### config.mk
export PLATFORM = sky130hd
export DESIGN_NAME = spi_systest_pad
export DESIGN_NICKNAME = d
export VERILOG_FILES = /design/src/rtl/spi_systest_pkg.sv /design/src/rtl/sst_sync.sv /design/src/rtl/sst_ctrl_reg.sv /design/src/rtl/sst_pad_mux.sv /design/src/rtl/spi_systest_pad.sv
export SDC_FILE = /design/constraint.sdc
export NUM_CORES = 1
export LEC_CHECK = 0
export ABC_AREA = 1
export BUFFER_PORTS_ARGS = -buffer_cell sky130_fd_sc_hd__buf_2
export CORE_MARGIN = 2
export CORE_UTILIZATION = 39
export CTS_CLUSTER_DIAMETER = 100
export DETAILED_ROUTE_END_ITERATION = 16
export GPL_ROUTABILITY_DRIVEN = 0
export PLACE_DENSITY = 0.8
export SETUP_SLACK_MARGIN = 0.1
export SLEW_MARGIN = 15
export SYNTH_ARGS = -nofsm -noshare
export SYNTH_HDL_FRONTEND = slang
export SYNTH_HIERARCHICAL = 1
export SYNTH_SLANG_ARGS = --single-unit
export TNS_END_PERCENT = 5
### constraint.sdc
create_clock -name clk -period 1.47 [get_ports clk]
set_input_delay 0.294 -clock clk [delete_from_list [all_inputs] [get_ports clk]]
set_output_delay 0.294 -clock clk [all_outputs]
set_load 0.005 [all_outputs]
### src/rtl/spi_systest_pkg.sv
package spi_systest_pkg;

    localparam int BUS_W     = 32;
    localparam int USED_W    = 12;
    localparam int CS_N      = 4;
    localparam int DAT_N     = 2;
    localparam int PAD_N     = 1 + DAT_N + CS_N;

    // Register image of the used bits, MSB first (bit 11 down to bit 0)
    typedef struct packed {
        logic            force_sts;   // 11
        logic            ckcs_in;     // 10
        logic            d1_in;       // 9
        logic            d0_in;       // 8
        logic            wake;        // 7
        logic            clk_v;       // 6
        logic            d1_v;        // 5
        logic            d0_v;        // 4
        logic [CS_N-1:0] cs_v;        // 3:0
    } sst_reg_t;

    // Pad group vector in value-bit order: clk, d1, d0, cs[3:0]
    typedef struct packed {
        logic            clk;
        logic            d1;
        logic            d0;
        logic [CS_N-1:0] cs;
    } pad_vec_t;

    function automatic pad_vec_t input_mask(sst_reg_t r);
        pad_vec_t m;
        m.clk = r.ckcs_in;
        m.d1  = r.d1_in;
        m.d0  = r.d0_in;
        m.cs  = {CS_N{r.ckcs_in}};
        return m;
    endfunction

    function automatic pad_vec_t values_of(sst_reg_t r);
        pad_vec_t v;
        v.clk = r.clk_v;
        v.d1  = r.d1_v;
        v.d0  = r.d0_v;
        v.cs  = r.cs_v;
        return v;
    endfunction

    function automatic logic [BUS_W-1:0] readback(sst_reg_t r, pad_vec_t pads);
        pad_vec_t m;
        pad_vec_t v;
        logic [BUS_W-1:0] word;
        m = input_mask(r);
        v = (m & pads) | (~m & values_of(r));
        word = '0;
        word[USED_W-1:PAD_N] = {r.force_sts, r.ckcs_in, r.d1_in, r.d0_in, r.wake};
        word[PAD_N-1:0]      = v;
        return word;
    endfunction

endpackage

### src/rtl/sst_sync.sv
module sst_sync #(
    parameter int WIDTH  = 7,
    parameter int STAGES = 2
) (
    input  logic             clk,
    input  logic             rst,
    input  logic [WIDTH-1:0] d,
    output logic [WIDTH-1:0] q
);
    logic [WIDTH-1:0] chain [STAGES];

    always_ff @(posedge clk) begin
        if (rst) chain[0] <= '0;
        else     chain[0] <= d;
    end

    for (genvar s = 1; s < STAGES; s++) begin : g_stage
        always_ff @(posedge clk) begin
            if (rst) chain[s] <= '0;
            else     chain[s] <= chain[s-1];
        end
    end

    assign q = chain[STAGES-1];
endmodule

### src/rtl/sst_ctrl_reg.sv
module sst_ctrl_reg
    import spi_systest_pkg::*;
(
    input  logic              clk,
    input  logic              rst,
    input  logic              wr_hit,
    input  logic [USED_W-1:0] wbits,
    output sst_reg_t          q
);
    sst_reg_t wr_img;
    sst_reg_t nxt;
    pad_vec_t keep;
    pad_vec_t merged;

    always_comb begin
        wr_img = sst_reg_t'(wbits);
        keep   = input_mask(q);     // direction in force when the write lands
        merged = (keep & values_of(q)) | (~keep & values_of(wr_img));
        nxt    = q;
        if (wr_hit) begin
            nxt.force_sts = wr_img.force_sts;
            nxt.ckcs_in   = wr_img.ckcs_in;
            nxt.d1_in     = wr_img.d1_in;
            nxt.d0_in     = wr_img.d0_in;
            nxt.wake      = wr_img.wake;
            nxt.clk_v     = merged.clk;
            nxt.d1_v      = merged.d1;
            nxt.d0_v      = merged.d0;
            nxt.cs_v      = merged.cs;
        end
    end

    always_ff @(posedge clk) begin
        if (rst) q <= '0;
        else     q <= nxt;
    end
endmodule

### src/rtl/sst_pad_mux.sv
module sst_pad_mux
    import spi_systest_pkg::*;
(
    input  logic     test_mode,
    input  sst_reg_t r,
    input  pad_vec_t func_o,
    input  pad_vec_t func_oe,
    output pad_vec_t pad_o,
    output pad_vec_t pad_oe
);
    pad_vec_t tst_o;
    pad_vec_t tst_oe;

    always_comb begin
        tst_o  = values_of(r);
        tst_oe = ~input_mask(r);
        pad_o  = test_mode ? tst_o  : func_o;
        pad_oe = test_mode ? tst_oe : func_oe;
    end
endmodule

### src/rtl/spi_systest_pad.sv
module spi_systest_pad
    import spi_systest_pkg::*;
#(
    parameter int              ADDR_W      = 8,
    parameter logic [ADDR_W-1:0] REG_OFFSET = 8'h24,
    parameter int              IRQ_W       = 4,
    parameter int              SYNC_STAGES = 2
) (
    input  logic              clk,
    input  logic              rst,
    input  logic              wr_en,
    input  logic              rd_en,
    input  logic [ADDR_W-1:0] addr,
    input  logic [31:0]       wdata,
    output logic [31:0]       rdata,
    input  logic              test_mode,
    input  logic [IRQ_W-1:0]  irq_clr_req,
    output logic [IRQ_W-1:0]  irq_clr_ok,
    output logic              irq_set_all,
    output logic              wake_o,
    input  logic              func_clk_o,
    input  logic              func_clk_oe,
    input  logic [3:0]        func_cs_o,
    input  logic [3:0]        func_cs_oe,
    input  logic [1:0]        func_d_o,
    input  logic [1:0]        func_d_oe,
    input  logic              pad_clk_i,
    input  logic [3:0]        pad_cs_i,
    input  logic [1:0]        pad_d_i,
    output logic              pad_clk_o,
    output logic              pad_clk_oe,
    output logic [3:0]        pad_cs_o,
    output logic [3:0]        pad_cs_oe,
    output logic [1:0]        pad_d_o,
    output logic [1:0]        pad_d_oe
);
    logic     hit;
    sst_reg_t r;
    pad_vec_t pads_raw, pads_sync;
    pad_vec_t f_o, f_oe, p_o, p_oe;

    assign hit = (addr == REG_OFFSET);

    sst_ctrl_reg u_reg (
        .clk    (clk),
        .rst    (rst),
        .wr_hit (wr_en && hit),
        .wbits  (wdata[USED_W-1:0]),
        .q      (r)
    );

    assign pads_raw = {pad_clk_i, pad_d_i[1], pad_d_i[0], pad_cs_i};

    sst_sync #(.WIDTH(PAD_N), .STAGES(SYNC_STAGES)) u_sync (
        .clk (clk),
        .rst (rst),
        .d   (pads_raw),
        .q   (pads_sync)
    );

    assign f_o  = {func_clk_o,  func_d_o[1],  func_d_o[0],  func_cs_o};
    assign f_oe = {func_clk_oe, func_d_oe[1], func_d_oe[0], func_cs_oe};

    sst_pad_mux u_mux (
        .test_mode (test_mode),
        .r         (r),
        .func_o    (f_o),
        .func_oe   (f_oe),
        .pad_o     (p_o),
        .pad_oe    (p_oe)
    );

    assign pad_clk_o  = p_o.clk;
    assign pad_clk_oe = p_oe.clk;
    assign pad_d_o    = {p_o.d1,  p_o.d0};
    assign pad_d_oe   = {p_oe.d1, p_oe.d0};
    assign pad_cs_o   = p_o.cs;
    assign pad_cs_oe  = p_oe.cs;

    assign rdata       = (rd_en && hit) ? readback(r, pads_sync) : '0;
    assign irq_set_all = r.force_sts;
    assign irq_clr_ok  = irq_clr_req & {IRQ_W{~r.force_sts}};
    assign wake_o      = r.wake;
endmodule

==> results.json <==
{
  "finalClockSkew_ns": 0.00476,
  "timing.final.ws_setup_ns": 0.0252,
  "clk_pin_slew_ns": 0.08,
  "synth.area.top_cells": "dfxtp_1, nand2_1, buf_4",
  "p_int_mw": 1.18,
  "via_per_inst": 4.04,
  "drive_gt1_share_pct": 39.9,
  "cts-root-buf": "clkbuf_8",
  "core_area_sq_um": 3690,
  "power.switching_mw": 0.324,
  "ys_seq_area_share_pct": 34.8,
  "num_rows": 22,
  "antenna_left": 0,
  "comb_power_share_pct": 13.4,
  "crit_type": "input port to output port",
  "hp-class": "input port to register",
  "ir_worst_vdd_v": 0.000737,
  "die_w_um": 66.0,
  "timing.fmax_mhz": 692,
  "port_buffers": 81,
  "die_h_um": 66.0,
  "drc": 0,
  "layout_common_cells": "buf_2, nand2_1, nor2_1, inv_1, dfxtp_1",
  "power_switching_share_pct": 21.5,
  "vias": 1470,
  "antenna_found_initial": 0,
  "rsz0062_at_grt": "yes",
  "floorplan.initialDensity_pct": 40.6,
  "clock_power_share_pct": 38.5,
  "outcome": "completed",
  "syn_to_final_growth_pct": 36.9,
  "area.sequential_sq_um": 527,
  "fp.dieArea_sq_um": 4350,
  "synth-seq-cells": 26,
  "nFillCells": 371,
  "routed_wl_mm": 3.34,
  "place_ws_ns": 0.0359,
  "seqPwrFrac_pct": 48.1,
  "multiInputGateArea_sq_um": 718,
  "finalSetupViolCount": 0,
  "drt_iter0_markers": 52,
  "synth.distinct_cells": 19,
  "pin_count": 122,
  "fin_util_pct": 55.6,
  "tritoncts": "built",
  "clk_path_buf_depth": 2,
  "clock_sinks": 26,
  "num_antenna_cells": 0,
  "slew_violations": 0,
  "grt_pass1_wl_mm": 4.97,
  "worst_setup_path_end_kind": "output port",
  "maxCapViolations": 0,
  "final-hold-violation-count": 0,
  "p_per_area_nw_per_um2": 735,
  "grt_pass1_vias": 1261,
  "reg2reg_slack_ns": 0.52,
  "layout.nets": 387,
  "netlist_area_sq_um": 1500,
  "synth_largest_area_cell": "dfxtp_1",
  "insertion_delay_ns": 0.27,
  "synth_top_area_share_pct": 34.8,
  "drt-wirelength-per-cell_um": 9.19,
  "grt_start_max_net_pins": 16,
  "ys.warnings.count": 6,
  "final_common_cell": "buf_2",
  "cts_htree_levels": 1,
  "drt_pass1_iterations": 4,
  "cts_made_buffers": 3,
  "p_leak_nw": 1.14,
  "avgSynthCellArea_sq_um": 6.46,
  "cp.arrival_ns": 1.15,
  "cp-start-kind": "input port",
  "period_share_pct": 98.3,
  "period_minus_slack_ns": 1.44,
  "grt_usage_pct": 14.4,
  "syn_inst": 232,
  "overflow": 0,
  "required_ns": 1.18,
  "dp_hpwl_mm": 2.55,
  "cp_max_fo": 5
}
-- worst paths after layout --
kind / end / from / cells after the start
min: u_sync/chain[0][3]$_SDFF_PP0_ / pad_cs_i[3] / 3
max reg2reg: register / u_reg/q[10]$_SDFFE_PP0P_ / 5
max: rdata[4] / addr[7] / 8
min reg2reg: u_sync/chain[1][6]$_SDFF_PP0_ / u_sync/chain[0][6]$_SDFF_PP0_ / 2
-- routing by layer --
layer / share of wire (%) / global-route usage [%] / wire length, um
met5: 0 / 0 / 0
met4: 0.93 / 3.32 / 31
met3: 8.9 / 6.13 / 296
met2: 52 / 27.7 / 1730
met1: 38 / 14.1 / 1290
-- what timing repair did --
action / 4_1_cts / 5_1_grt
endpoints found under the setup margin: 15 / 17
resized for setup: 6 / 21
pin swaps: 1 / 8
hold buffers: 0 / 0
cloned: 0 / 1
buffers inserted: 1 / 0
-- power groups by stage --
stage / clock, mW / combinational, mW / sequential [mW]
after floorplan: 0 / 0.133 / 0.743
final: 0.580 / 0.202 / 0.725
after CTS: 0.592 / 0.185 / 0.725
after detailed placement: 0 / 0.184 / 0.744
after global routing: 0.622 / 0.232 / 0.727
after global placement: 0 / 0.180 / 0.743
-- per-stage QoR --
stage | power, mW | hold WS [ns] | area [sq um] | TNS, ns | std cells
floorplan | 0.875 | 0.365 | 1570 | 0 | 251
detailed placement | 0.928 | 0.395 | 1870 | 0 | 358
global route | 1.58 | 0.219 | 2050 | -0.0340 | 364
global placement | 0.924 | 0.393 | 1870 | 0 | 358
finish | 1.51 | 0.224 | 2050 | 0 | 364
CTS | 1.50 | 0.219 | 1960 | 0 | 363
-- layout make-up --
class                           instances  share of cell area (%)
Inverter                               45                    8.24
Timing Repair Buffer                   87                    24.6
Clock buffer                            3                    2.01
Sequential cell                        26                    25.7
Multi-Input combinational cell        154                    35.0
Clock inverter                          1                    1.46
Tap cell                               48                    2.93
-- cells by family (layout without fill, tap and decap cells) --
| kind of cell | count (synthesis) | after routing | synth area share (%) |
|---|---|---|---|
| and+or+nand+nor | 120 | 120 | 34.3 |
| buffers and inverters | 71 | 136 | 24.9 |
| DFF | 26 | 26 | 34.8 |
| AOI/OAI and AO/OA | 14 | 14 | 5.85 |
| other | 1 | 20 | 0.250 |
-- Yosys cell counts, drive strengths merged --
cell / n
nand2: 56
nor2: 55
inv: 45
buf: 26
dfxtp: 26
nand3: 8
a21boi: 7
o21ai: 5
a21oi: 2
and3: 1
conb: 1
-- worst max-delay path, stage by stage --
cell and delay, ns:
buf_6 0.09, inv_2 0.04, nand2_2 0.06, nor2_4 0.14
nand3_4 0.12, clkbuf_16 0.18, nor2_4 0.10, buf_2 0.13
(Power assumes the default switching activity.)
